--- src/rtl/csj_exec_unit.sv ---
module csj_exec_unit #(
  parameter int W  = 36,
  parameter int AW = 18,
  parameter int RW = 4
) (
  input  logic          clk,
  input  logic          rst_n,
  input  logic          op_valid,
  input  logic [8:0]    opcode,
  input  logic [RW-1:0] ac_num,
  input  logic [W-1:0]  ac_val,
  input  logic [W-1:0]  mem_val,
  input  logic [AW-1:0] ea,
  input  logic [AW-1:0] pc,
  output logic          res_valid,
  output logic [W-1:0]  result,
  output logic          ac_we,
  output logic [RW-1:0] ac_wr_num,
  output logic          mem_we,
  output logic [1:0]    pc_sel,
  output logic [AW-1:0] pc_next
);
  localparam logic [2:0] FAMILY = 3'b011;
  localparam logic [1:0] SEL_NEXT = 2'b00, SEL_SKIP = 2'b01, SEL_JUMP = 2'b10;

  wire       accept = op_valid && (opcode[8:6] == FAMILY);
  wire [2:0] kind   = opcode[5:3];
  wire [2:0] test   = opcode[2:0];
  wire       ac_nz  = (ac_num != '0);

  logic [W-1:0] base, x_val, y_val;
  logic         hit, jumps;

  always_comb begin
    base  = kind[0] ? mem_val : ac_val;
    y_val = '0;
    unique case (kind)
      3'b000: begin x_val = ac_val; y_val = {{(W-AW){1'b0}}, ea}; end
      3'b001: begin x_val = ac_val; y_val = mem_val; end
      3'b010: x_val = ac_val;
      3'b011: x_val = mem_val;
      3'b100, 3'b101: x_val = base + W'(1);
      default: x_val = base - W'(1);
    endcase
  end

  wire lt = $signed(x_val) < $signed(y_val);
  wire eq = (x_val == y_val);
  assign hit   = ((test[0] & lt) | (test[1] & eq)) ^ test[2];
  assign jumps = (kind == 3'b010) || (kind == 3'b100) || (kind == 3'b110);

  wire n_mem_we = kind[2] & kind[0];
  wire n_ac_we  = (kind[2] & ~kind[0]) | ((kind == 3'b011 || n_mem_we) && ac_nz);

  always_ff @(posedge clk) begin
    if (!rst_n) begin
      res_valid <= 1'b0;
      result    <= '0;
      ac_we     <= 1'b0;
      ac_wr_num <= '0;
      mem_we    <= 1'b0;
      pc_sel    <= SEL_NEXT;
      pc_next   <= '0;
    end else begin
      res_valid <= accept;
      ac_wr_num <= ac_num;
      result    <= (kind >= 3'b011) ? x_val : '0;
      ac_we     <= accept && n_ac_we;
      mem_we    <= accept && n_mem_we;
      if (accept && hit && jumps) begin
        pc_sel  <= SEL_JUMP;
        pc_next <= ea;
      end else if (accept && hit) begin
        pc_sel  <= SEL_SKIP;
        pc_next <= pc + AW'(2);
      end else begin
        pc_sel  <= SEL_NEXT;
        pc_next <= pc + AW'(1);
      end
    end
  end

  assert_idle_quiet_R1: assert property (@(posedge clk) disable iff (!rst_n)
    !res_valid |-> (!ac_we && !mem_we && pc_sel == SEL_NEXT));

  assert_sel_legal_R9: assert property (@(posedge clk) disable iff (!rst_n)
    pc_sel != 2'b11);

  assert_jump_target_R9: assert property (@(posedge clk) disable iff (!rst_n)
    (pc_sel == SEL_JUMP) |-> (pc_next == $past(ea)));

  assert_skip_target_R9: assert property (@(posedge clk) disable iff (!rst_n)
    (pc_sel == SEL_SKIP) |-> (pc_next == $past(pc) + AW'(2)));

  assert_mem_only_count_skip_R7: assert property (@(posedge clk) disable iff (!rst_n)
    mem_we |-> ($past(opcode[5]) && $past(opcode[3])));

  assert_dual_write_needs_ac_R5: assert property (@(posedge clk) disable iff (!rst_n)
    (ac_we && mem_we) |-> (ac_wr_num != '0));

  assert_wrap_up_R8: assert property (@(posedge clk) disable iff (!rst_n)
    (mem_we && $past(opcode[4:3]) == 2'b01 && $past(opcode[5]) && $past(mem_val) == '1)
      |-> (result == '0));

  assert_one_cycle_R10: assert property (@(posedge clk) disable iff (!rst_n)
    res_valid |-> $past(op_valid));
endmodule

--- config.mk ---
export PLATFORM = sky130hd
export DESIGN_NAME = csj_exec_unit
export DESIGN_NICKNAME = d
export VERILOG_FILES = /design/src/rtl/csj_exec_unit.sv
export SDC_FILE = /design/constraint.sdc
export NUM_CORES = 1
export LEC_CHECK = 0
export BUFFER_PORTS_ARGS = -buffer_cell sky130_fd_sc_hd__buf_4
export CORE_MARGIN = 2
export CORE_UTILIZATION = 50
export CTS_BUF_LIST = sky130_fd_sc_hd__clkbuf_4
export DETAILED_ROUTE_END_ITERATION = 7
export PLACE_DENSITY = 0.78
export SLEW_MARGIN = 20
export SYNTH_ARGS = -nofsm -noshare
export SYNTH_HDL_FRONTEND = slang
export SYNTH_SLANG_ARGS = --single-unit
--- constraint.sdc ---
create_clock -name clk -period 17.5 [get_ports clk]
set_input_delay 0.875 -clock clk [delete_from_list [all_inputs] [get_ports clk]]
set_output_delay 0.875 -clock clk [all_outputs]
set_load 0.005 [all_outputs]
# Word-level counts from Yosys, hierarchy flattened

Cells that the tools add are included.

Memory bits (read-only): 0
Logic and storage cells: 53
Flip-flop bits (word level): 63
Bits in latches: 0
Output and inout port bits: 63
Bits of input ports: 124
Memory bits (writable): 0
Memories: 0

Reduce and logical (&&, ||, !) cells: 15
Shift operators: 0
Muxes and demuxes: 7
$add $sub $neg: 4
Divide/modulo/power cells: 0
$mul: 0
Equal/unequal tests: 8
$lt $le $gt $ge: 2
Bitwise logic cells: 9

Operators by type and width:

| cell                    | number |
|---|---|
| $pmux W36 S3            | 1 |
| $pmux W36 S2            | 1 |
| $add A36 B1 Y36 const B | 1 |
| $eq A36 B36 Y1          | 1 |
| $lt A36 B36 Y1          | 1 |
| $mux W18                | 2 |
| $mux W36                | 1 |
| $sub A36 B1 Y36 const B | 1 |
| $add A18 B1 Y18 const B | 1 |
| $add A18 B2 Y18 const B | 1 |
| $eq A3 B2 Y1 const B    | 3 |
| $eq A3 B3 Y1 const B    | 3 |
| $logic_and A1 B1 Y1     | 6 |
| $and A1 B1 Y1           | 4 |
| $reduce_bool A4 Y1      | 1 |
| $reduce_or A2 Y1        | 2 |
| $eq A3 B1 Y1 const B    | 1 |
| $ge A3 B2 Y1 const B    | 1 |
| $logic_not A3 Y1        | 1 |
| $logic_or A1 B1 Y1      | 3 |
| $reduce_or A3 Y1        | 1 |
| $mux W2                 | 1 |
| $not A1 Y1              | 2 |
| $or A1 B1 Y1            | 2 |
| other kinds (3)         | 3 |

# Longest topological paths before layout

Gate-level depths: netlist of the first run.

Word-level depth: 10
Mapped depth: 36
Gate-level depth less buffers: 27

# Worst setup path after synthesis of the first run

OpenSTA, ideal clock, no wires.

Path type: input -> register
From: input opcode[3]
To: register pc_next[16]
Setup time: 0.126 ns
Arrival: 8.145 ns
Setup slack: 9.229 ns
Stages: 32
Path buffers: 7
Data required time: 17.374 ns
Cells stage by stage: buf_6 -> buf_4 -> clkbuf_1 -> buf_1 -> clkbuf_1 -> buf_1 -> clkbuf_1 -> o21ai_0 -> ha_1 -> nand3_1 -> o221ai_2 -> a311oi_1 -> or4_4 -> a2111oi_1 -> o21ai_1 -> a31oi_2 -> o31ai_2 -> mux2i_1 -> a311oi_1 -> a21oi_1 -> ha_1 -> nand4_1 -> nor2_1 -> a21o_1 -> o221ai_1 -> nand3_1 -> o211a_1 -> a21o_1 -> nand2_1 -> mux2_2 -> o211ai_1 -> nand3_1

Longest elaborated chain between the ends: 10
Elaborated cells on any way between the ends: 26
Those cells by class: 2 x add/sub; 1 x order compare; 7 x eq/ne; 5 x mux; 4 x bitwise; 7 x reduce/logical

Ends and longest elaborated chain:

| item                                             | line   | source |
|---|---|---|
| start, declared                                  | 9      | `input logic [8:0] opcode,` |
| $mux W36, or another cell as far along           | 35     | `base = kind[0] ? mem_val : ac_val;` |
| $sub A36 B1 Y36, or another cell as far along    | 43     | `default: x_val = base - W'(1);` |
| $pmux W36 S3 *                                   | 37     | `unique case (kind)` |
| net x_val[35]                                    | 31     | `logic [W-1:0] base, x_val, y_val;` |
| $lt A36 B36 Y1 or $eq A36 B36 Y1 (tied branches) | 47, 48 |  |
| $and A1 B1 Y1                                    | 49     | `assign hit = ((test[0] & lt) \| (test[1] & eq)) ^ test[2];` |
| $or A1 B1 Y1 *                                   | 49     |  |
| $xor A1 B1 Y1 *                                  | 49     |  |
| $logic_and A1 B1 Y1 *                            | 70, 73 |  |
| $mux W18 or $logic_and A1 B1 Y1 (tied branches)  | 73, 70 |  |
| $mux W18 *                                       | 70     | `if (accept && hit && jumps) begin` |
| end signal, assigned                             | 75     | `pc_next <= pc + AW'(2);` |
| end signal, assigned                             | 78     | `pc_next <= pc + AW'(1);` |
| end, declared                                    | 21     | `output logic [AW-1:0] pc_next` |

Mark *: on every way through the listed nets, which the timed path passes. The rest lies on a longest branch.
A chain may end at the register's enable or synchronous reset.

# Final worst setup path of the first run

From: input opcode[3]
To: register pc_next[11]

Same word-level chain as after synthesis.

==> qor_table.md, run 1 <==
| Quantity | Reported | Unit |
| --- | --- | --- |
| Post-layout nets | 1,323 | - |
| Maximum achievable frequency | 123 | MHz |
| Fraction of final layout cells sized beyond drive strength 1 | 21.9 | % |
| Minimum clock period | 8.14 | ns |
| Commonest cells in the synthesized netlist | nand2_1, o21ai_0, nor2_1 | - |
| Die outline width | 123 | um |
| Power per Cell Area | 61.4 | mW/mm^2 |
| Number of violations reported at the end of detailed-routing iteration 0 | 1,087 | - |
| Most Used Layer, Global Route | met2 | - |
| CTS-repair resized insts | 0 | - |
| Total I/O pin count | 187 | - |
| EDFF count, synth | 0 | - |
| Fillers | 1,283 | - |
| Met2 routing resource usage after global routing | 47.4 | % |
| Largest net degree at the start of global routing | 79 | - |
| Total number of yosys warnings | 0 | - |
| Worst stage delay on the critical path | 0.73 | ns |
| Chip height | 123 | um |
| Final cell utilization of the core | 62.8 | % |
| Final worst path period share | 46.5 | % |
| Post-synthesis cell type count | 83 | - |
| Net Count, Synth | 1,168 | - |
| Num CTS Buffers | 9 | - |
| Number of hold buffers added after cts | 0 | - |
| Total congestion overflow | 0 | - |
| Clock tree from TritonCTS | built | - |
| Cell at the slowest stage of the critical path | buf_4 | - |
| Initial antenna violation count | 1 | - |
| Count of mapped cells out of synthesis | 989 | - |
| Vias in the first global route | 7,310 | - |
| Hold Fails Final Rpt | 0 | - |
| Initial Util | 51.2 | % |
| Initial DRT Pass Iterations | 6 | - |
| Routability congestion estimate | 0.996 | - |
| Dominant cell by count in the synthesized netlist | nand2_1 | - |
| DRC | 0 | - |
| Sinks on the clock net | 63 | - |
| IR Drop Worst-Case VDD | 0.0335 | mV |
| Buffers on Ports | 186 | - |
| Area of the placeable core | 0.0139 | sq mm |
| Share of Yosys cell area claimed by the top area cell type | 17.7 | % |
| Leading post-synthesis cells by cell area | dfxtp_1, ha_1, nand2_1 | - |
| Aggregate routed wire length | 24.4 | mm |
| Global-route wire length before repair | 37.7 | mm |
| GRT Util Overall | 31.5 | % |
| Pwr Total | 0.536 | mW |
| Max-cap violations | 0 | - |
| Most used flip-flop cell after synthesis | dfxtp_1 | - |
| Worst path arrival time | 8.54 | ns |
| Req. time, crit path | 17.90 | ns |
| Met1 Resource Use GR | 44.5 | % |
| Cell area after layout | 0.00872 | sq mm |
| Async S/R FF share, synth | 0 | % |
| Area added between synthesis and finish | 22.6 | % |
| Clock transition at path regs | 0.13 | ns |
| Instance count along the most critical hold path | 3 | - |
| Headroom to the max-slew limit | 45.2 | % |
| Detailed-route wire length per cell | 18.3 | um |
| Avg Synthesized Cell Area | 7.19 | sq um |
| Half-perimeter wire length of the detailed placement result | 18.4 | mm |
| Critical path launch point type | input port | - |
| Status | complete, no violations | - |
| Cell Area, Placed | 0.00858 | sq mm |
| Via-to-Cell Ratio | 6.17 | - |
| Fin Setup TNS | 0 | ns |
| Netlist area before placement | 0.00711 | sq mm |
| Fraction of met3 tracks used by global routing | 5.26 | % |
| Via total after detailed routing | 8,207 | - |
| DIE AREA | 0.0152 | sq mm |
| Crit path kind | input port to register | - |
| Worst slack on hold paths | 0.612 | ns |
| Final Setup Violations | 0 | - |
| Number of rows created at floorplan | 43 | - |
| Buffer depth of the longest clock path | 2 | - |
| Register area share after synthesis | 17.7 | % |
| Worst hold-check path type | input port to register | - |
| Setup fix buffers added after clock tree synthesis | 0 | - |
| Kind of end point of the critical path | register | - |
| Slew @ Worst Pin | 0.799 | ns |
| Setup repair after global routing missed its margin | false | - |
| Maximum level of the CTS H-tree | 3 | - |
| Most area-hungry cell type in the Yosys netlist | dfxtp_1 | - |
| Root Buffer Master | clkbuf_4 | - |
| FF+latch count, synth | 63 | - |
| Detail Route Antenna Nets | 0 | - |
| Largest driver fanout on the critical path | 78 | - |
| LEAKAGE | 3.78 | nW |
| Number of pins with negative max-slew slack in the final report | 0 | - |
==> worst paths after layout <==
kind	end	start	slack, ns
worst max-delay path	pc_next[11]	opcode[3]	9.36
worst min-delay path	pc_next[7]	ea[7]	0.61
==> cell families (layout without fill, tap and decap cells) <==
kind of cell             count (synthesis)  after routing  synth area share (%)
flip-flops                              63             63                  17.7
adder cells (fa/ha/maj)                 56             56                  9.92
buffers and inverters                   88            248                  5.00
AND/OR/NAND/NOR                        386            386                  26.4
multiplexers                            55             55                  8.30
XOR/XNOR                                47             47                  5.79
other                                    0              1                     0
AO/OA/AOI/OAI                          294            294                  26.8
==> layout make-up <==
cell class	count	area (sq um)	share of cell area, %
Tap cell	180	225	2.58
Inverter	39	146	1.68
Timing Repair Buffer	193	1450	16.6
Multi-Input combinational cell	838	5500	63.0
Antenna cell	1	2.50	0.0287
Sequential cell	63	1260	14.5
Clock inverter	7	71.3	0.818
Clock buffer	9	67.6	0.775
==> state kept, by name, summed over array words and instances (netlist names) <==
register   cells
res_valid      1
pc_next       18
result        36
ac_we          1
ac_wr_num      4
pc_sel         2
mem_we         1
==> where the power goes <==
group | leakage, nW | total (mW) | switching (mW) | internal, mW
clock network | 0.0700 | 0.104 | 0.0610 | 0.0433
registers | 0.521 | 0.158 | 0.00333 | 0.155
logic | 3.19 | 0.274 | 0.155 | 0.119
==> cell usage in the layout (no fill, tap or decap), drive strengths merged, types with 30 or more instances in the layout <==
cell and count:
and2 37, nand2 148, buf 193, ha 54, inv 38, nor3 30, a21oi 62, xnor2 40
dfxtp 63, nand3 30, nor2 65, o21ai 90
==> metal layers <==
layer	part of all wire [%]	vias to the layer above
li1	-	3932
met1	43	3731
met2	44	474
met3	9.5	70
met4	3.5	0
met5	0	-
==> critical path: cells and delay by family <==
kind,cells,cell delay (ns)
fa+ha+maj,2,0.77
buf+inv,4,1.33
compound gates,15,3.95
simple gates,4,1.10
xor+xnor,1,0.29
mux,1,0.15
==> through the flow <==
step / setup slack [ns] / instances
2_1_floorplan: 9.23 / 989
3_3_place_gp: 9.31 / 1313
3_5_place_dp: 9.08 / 1313
4_1_cts: 9.56 / 1329
5_1_grt: 8.72 / 1330
6_report: 9.36 / 1330
Note: power is estimated with default switching activity, not from simulation.
==> run 2: changes to the inputs <==
clock period = 8.46 ns   (was 17.5 ns; I/O delays follow)
==> run 2 against run 1 <==
Sequential share of layout area about the same. Via count grew 1.9%. Design area is 0.16% higher. Sequential power is 110% higher. Count of clock-buffer cells in the layout grew 2. Worst hold slack got worse by 0.44 ns. Combinational power is 110% higher. Critical endpoint is now pc_sel[0]. Largest cell class unchanged.
==> qor_table.md, run 2 (same netlist as run 1, synthesis figures left out) <==
| Quantity | Reported | Unit |
| --- | --- | --- |
| Status | complete, no violations | - |
| Num CTS Buffers | 9 | - |
| LEAKAGE | 3.80 | nW |
| Number of violations reported at the end of detailed-routing iteration 0 | 938 | - |
| Area added between synthesis and finish | 22.8 | % |
| Worst setup path startpoint | opcode[4] | - |
| Setup repair after global routing missed its margin | false | - |
| Hold Fails Final Rpt | 0 | - |
| Largest driver fanout on the critical path | 28 | - |
| HP Start | ea[9] | - |
| Headroom to the max-slew limit | 40.9 | % |
| Setup fix buffers added after clock tree synthesis | 0 | - |
| Cell Area, Placed | 0.00860 | sq mm |
| Met2 routing resource usage after global routing | 48.8 | % |
| Maximum achievable frequency | 138 | MHz |
| Fraction of final layout cells sized beyond drive strength 1 | 22.1 | % |
| Total I/O pin count | 187 | - |
| Worst hold-check path type | input port to register | - |
| Req. time, crit path | 8.84 | ns |
| Slew @ Worst Pin | 0.862 | ns |
| DIE AREA | 0.0152 | sq mm |
| DRC | 0 | - |
| Post-layout nets | 1,326 | - |
| Worst stage delay on the critical path | 0.62 | ns |
| Routability congestion estimate | 1.00 | - |
| Fillers | 1,284 | - |
| Number of rows created at floorplan | 43 | - |
| Fraction of met3 tracks used by global routing | 7.70 | % |
| Number of hold buffers added after cts | 0 | - |
| Area of combinational cells with multiple inputs | 0.00550 | sq mm |
| Half-perimeter wire length of the detailed placement result | 19.1 | mm |
| Via total after detailed routing | 8,361 | - |
| Crit path kind | input port to register | - |
| Final worst path period share | 85.4 | % |
| Number of pins with negative max-slew slack in the final report | 0 | - |
| Initial DRT Pass Iterations | 7 | - |
| Initial antenna violation count | 1 | - |
| Commonest non-fill, non-tap cell in the layout | buf_4 | - |
| Clock tree from TritonCTS | built | - |
| Most Used Layer, Global Route | met2 | - |
| Total congestion overflow | 0 | - |
| Buffer depth of the longest clock path | 2 | - |
| IR Drop Worst-Case VDD | 0.0619 | mV |
| Regs by FF count | result: 36 flops, pc_next: 18 flops, ac_wr_num: 4 flops | - |
| Root Buffer Master | clkbuf_4 | - |
| Critical path launch point type | input port | - |
| Largest net degree at the start of global routing | 70 | - |
| Final Setup Violations | 0 | - |
| CTS-repair resized insts | 0 | - |
| Area of the placeable core | 0.0139 | sq mm |
| Detailed-route wire length per cell | 18.9 | um |
| Kind of end point of the critical path | register | - |
| Aggregate routed wire length | 25.1 | mm |
| Most flop-heavy register | result | - |
| Clock transition at path regs | 0.12 | ns |
| Detail Route Antenna Nets | 0 | - |
| Maximum level of the CTS H-tree | 3 | - |
| Chip height | 123 | um |
| Global-route wire length before repair | 38.0 | mm |
| Sink of the worst hold path | pc_next[9] | - |
| Buffers on Ports | 186 | - |
| Die outline width | 123 | um |
| Fin Setup TNS | 0 | ns |
| Minimum clock period | 7.22 | ns |
| Instance count along the most critical hold path | 3 | - |
| Final cell utilization of the core | 62.9 | % |
| Initial Util | 51.2 | % |
| Max-cap violations | 0 | - |
| Cell area after layout | 0.00874 | sq mm |
| Number of flip-flops under the largest register name | 36 | - |
| Footprint of the flip-flops and latches | 0.00126 | sq mm |
| Met1 Resource Use GR | 44.3 | % |
| Most used cells in the layout excluding fill and tap cells | buf_4, nand2_1, o21ai_0 | - |
| Worst path arrival time | 7.60 | ns |
| Via-to-Cell Ratio | 6.28 | - |
| GRT Util Overall | 32.1 | % |
| Cell at the slowest stage of the critical path | o31a_1 | - |
| Vias in the first global route | 7,232 | - |
| Sinks on the clock net | 63 | - |
| Power per Cell Area | 127 | mW/mm^2 |
run 2: changes by cell type in the layout (fill, tap and decap cells not counted), sizes merged:
| cell | previous run | this run |
|---|---|---|
| clkbuf | 9 | 11 |
| inv | 38 | 37 |
| buf | 193 | 196 |
| clkinvlp | 2 | 0 |
run 2: metal layers:
layer / up-vias / wire length (um)
li1: 3951 / -
met2: 511 / 11000
met5: - / 0
met4: 0 / 734
met3: 69 / 2910
met1: 3830 / 10500
run 2: critical path, delay by kind of cell:
kind,cells,cell delay [ns]
AND/OR/NAND/NOR,7,1.79
adder cells (fa/ha/maj),1,0.36
AO/OA/AOI/OAI,12,3.37
buffers and inverters,4,1.18
multiplexers,1,0.15
XOR/XNOR,1,0.30
run 2: layout make-up:
| class | instances | share of cell area, % |
|---|---|---|
| sequential | 63 | 14.4 |
| timing repair buffer | 196 | 16.8 |
| antenna | 1 | 0.0286 |
| tap | 180 | 2.58 |
| clock inverter | 4 | 0.544 |
| clock buffer | 11 | 0.945 |
| inverter | 39 | 1.68 |
| multi-input combinational | 838 | 62.9 |
run 2: through the flow:
stage | hold slack (ns) | std cells | power [mW] | setup slack [ns]
floorplan | 0.538 | 989 | 0.691 | 0.641
global placement | 0.638 | 1316 | 0.884 | 1.21
detailed placement | 0.642 | 1316 | 0.888 | 0.976
CTS | 0.154 | 1331 | 1.10 | 1.45
global route | 0.165 | 1332 | 1.18 | 0.776
finish | 0.171 | 1332 | 1.11 | 1.24
run 2: where the power goes:
group	total (mW)	switching, mW	internal [mW]	leakage (nW)
clock network	0.213	0.119	0.0942	0.0743
registers	0.326	0.00638	0.320	0.521
logic	0.573	0.326	0.248	3.21
run 2: worst max path at each step:
stage / to / cells after the start / slack [ns]
global placement: pc_sel[0] / 26 / 1.21
detailed placement: pc_next[11] / 26 / 0.98
global route: pc_next[17] / 26 / 0.78
CTS: pc_next[11] / 26 / 1.45
floorplan: pc_next[16] / 32 / 0.64
finish: pc_sel[0] / 26 / 1.24
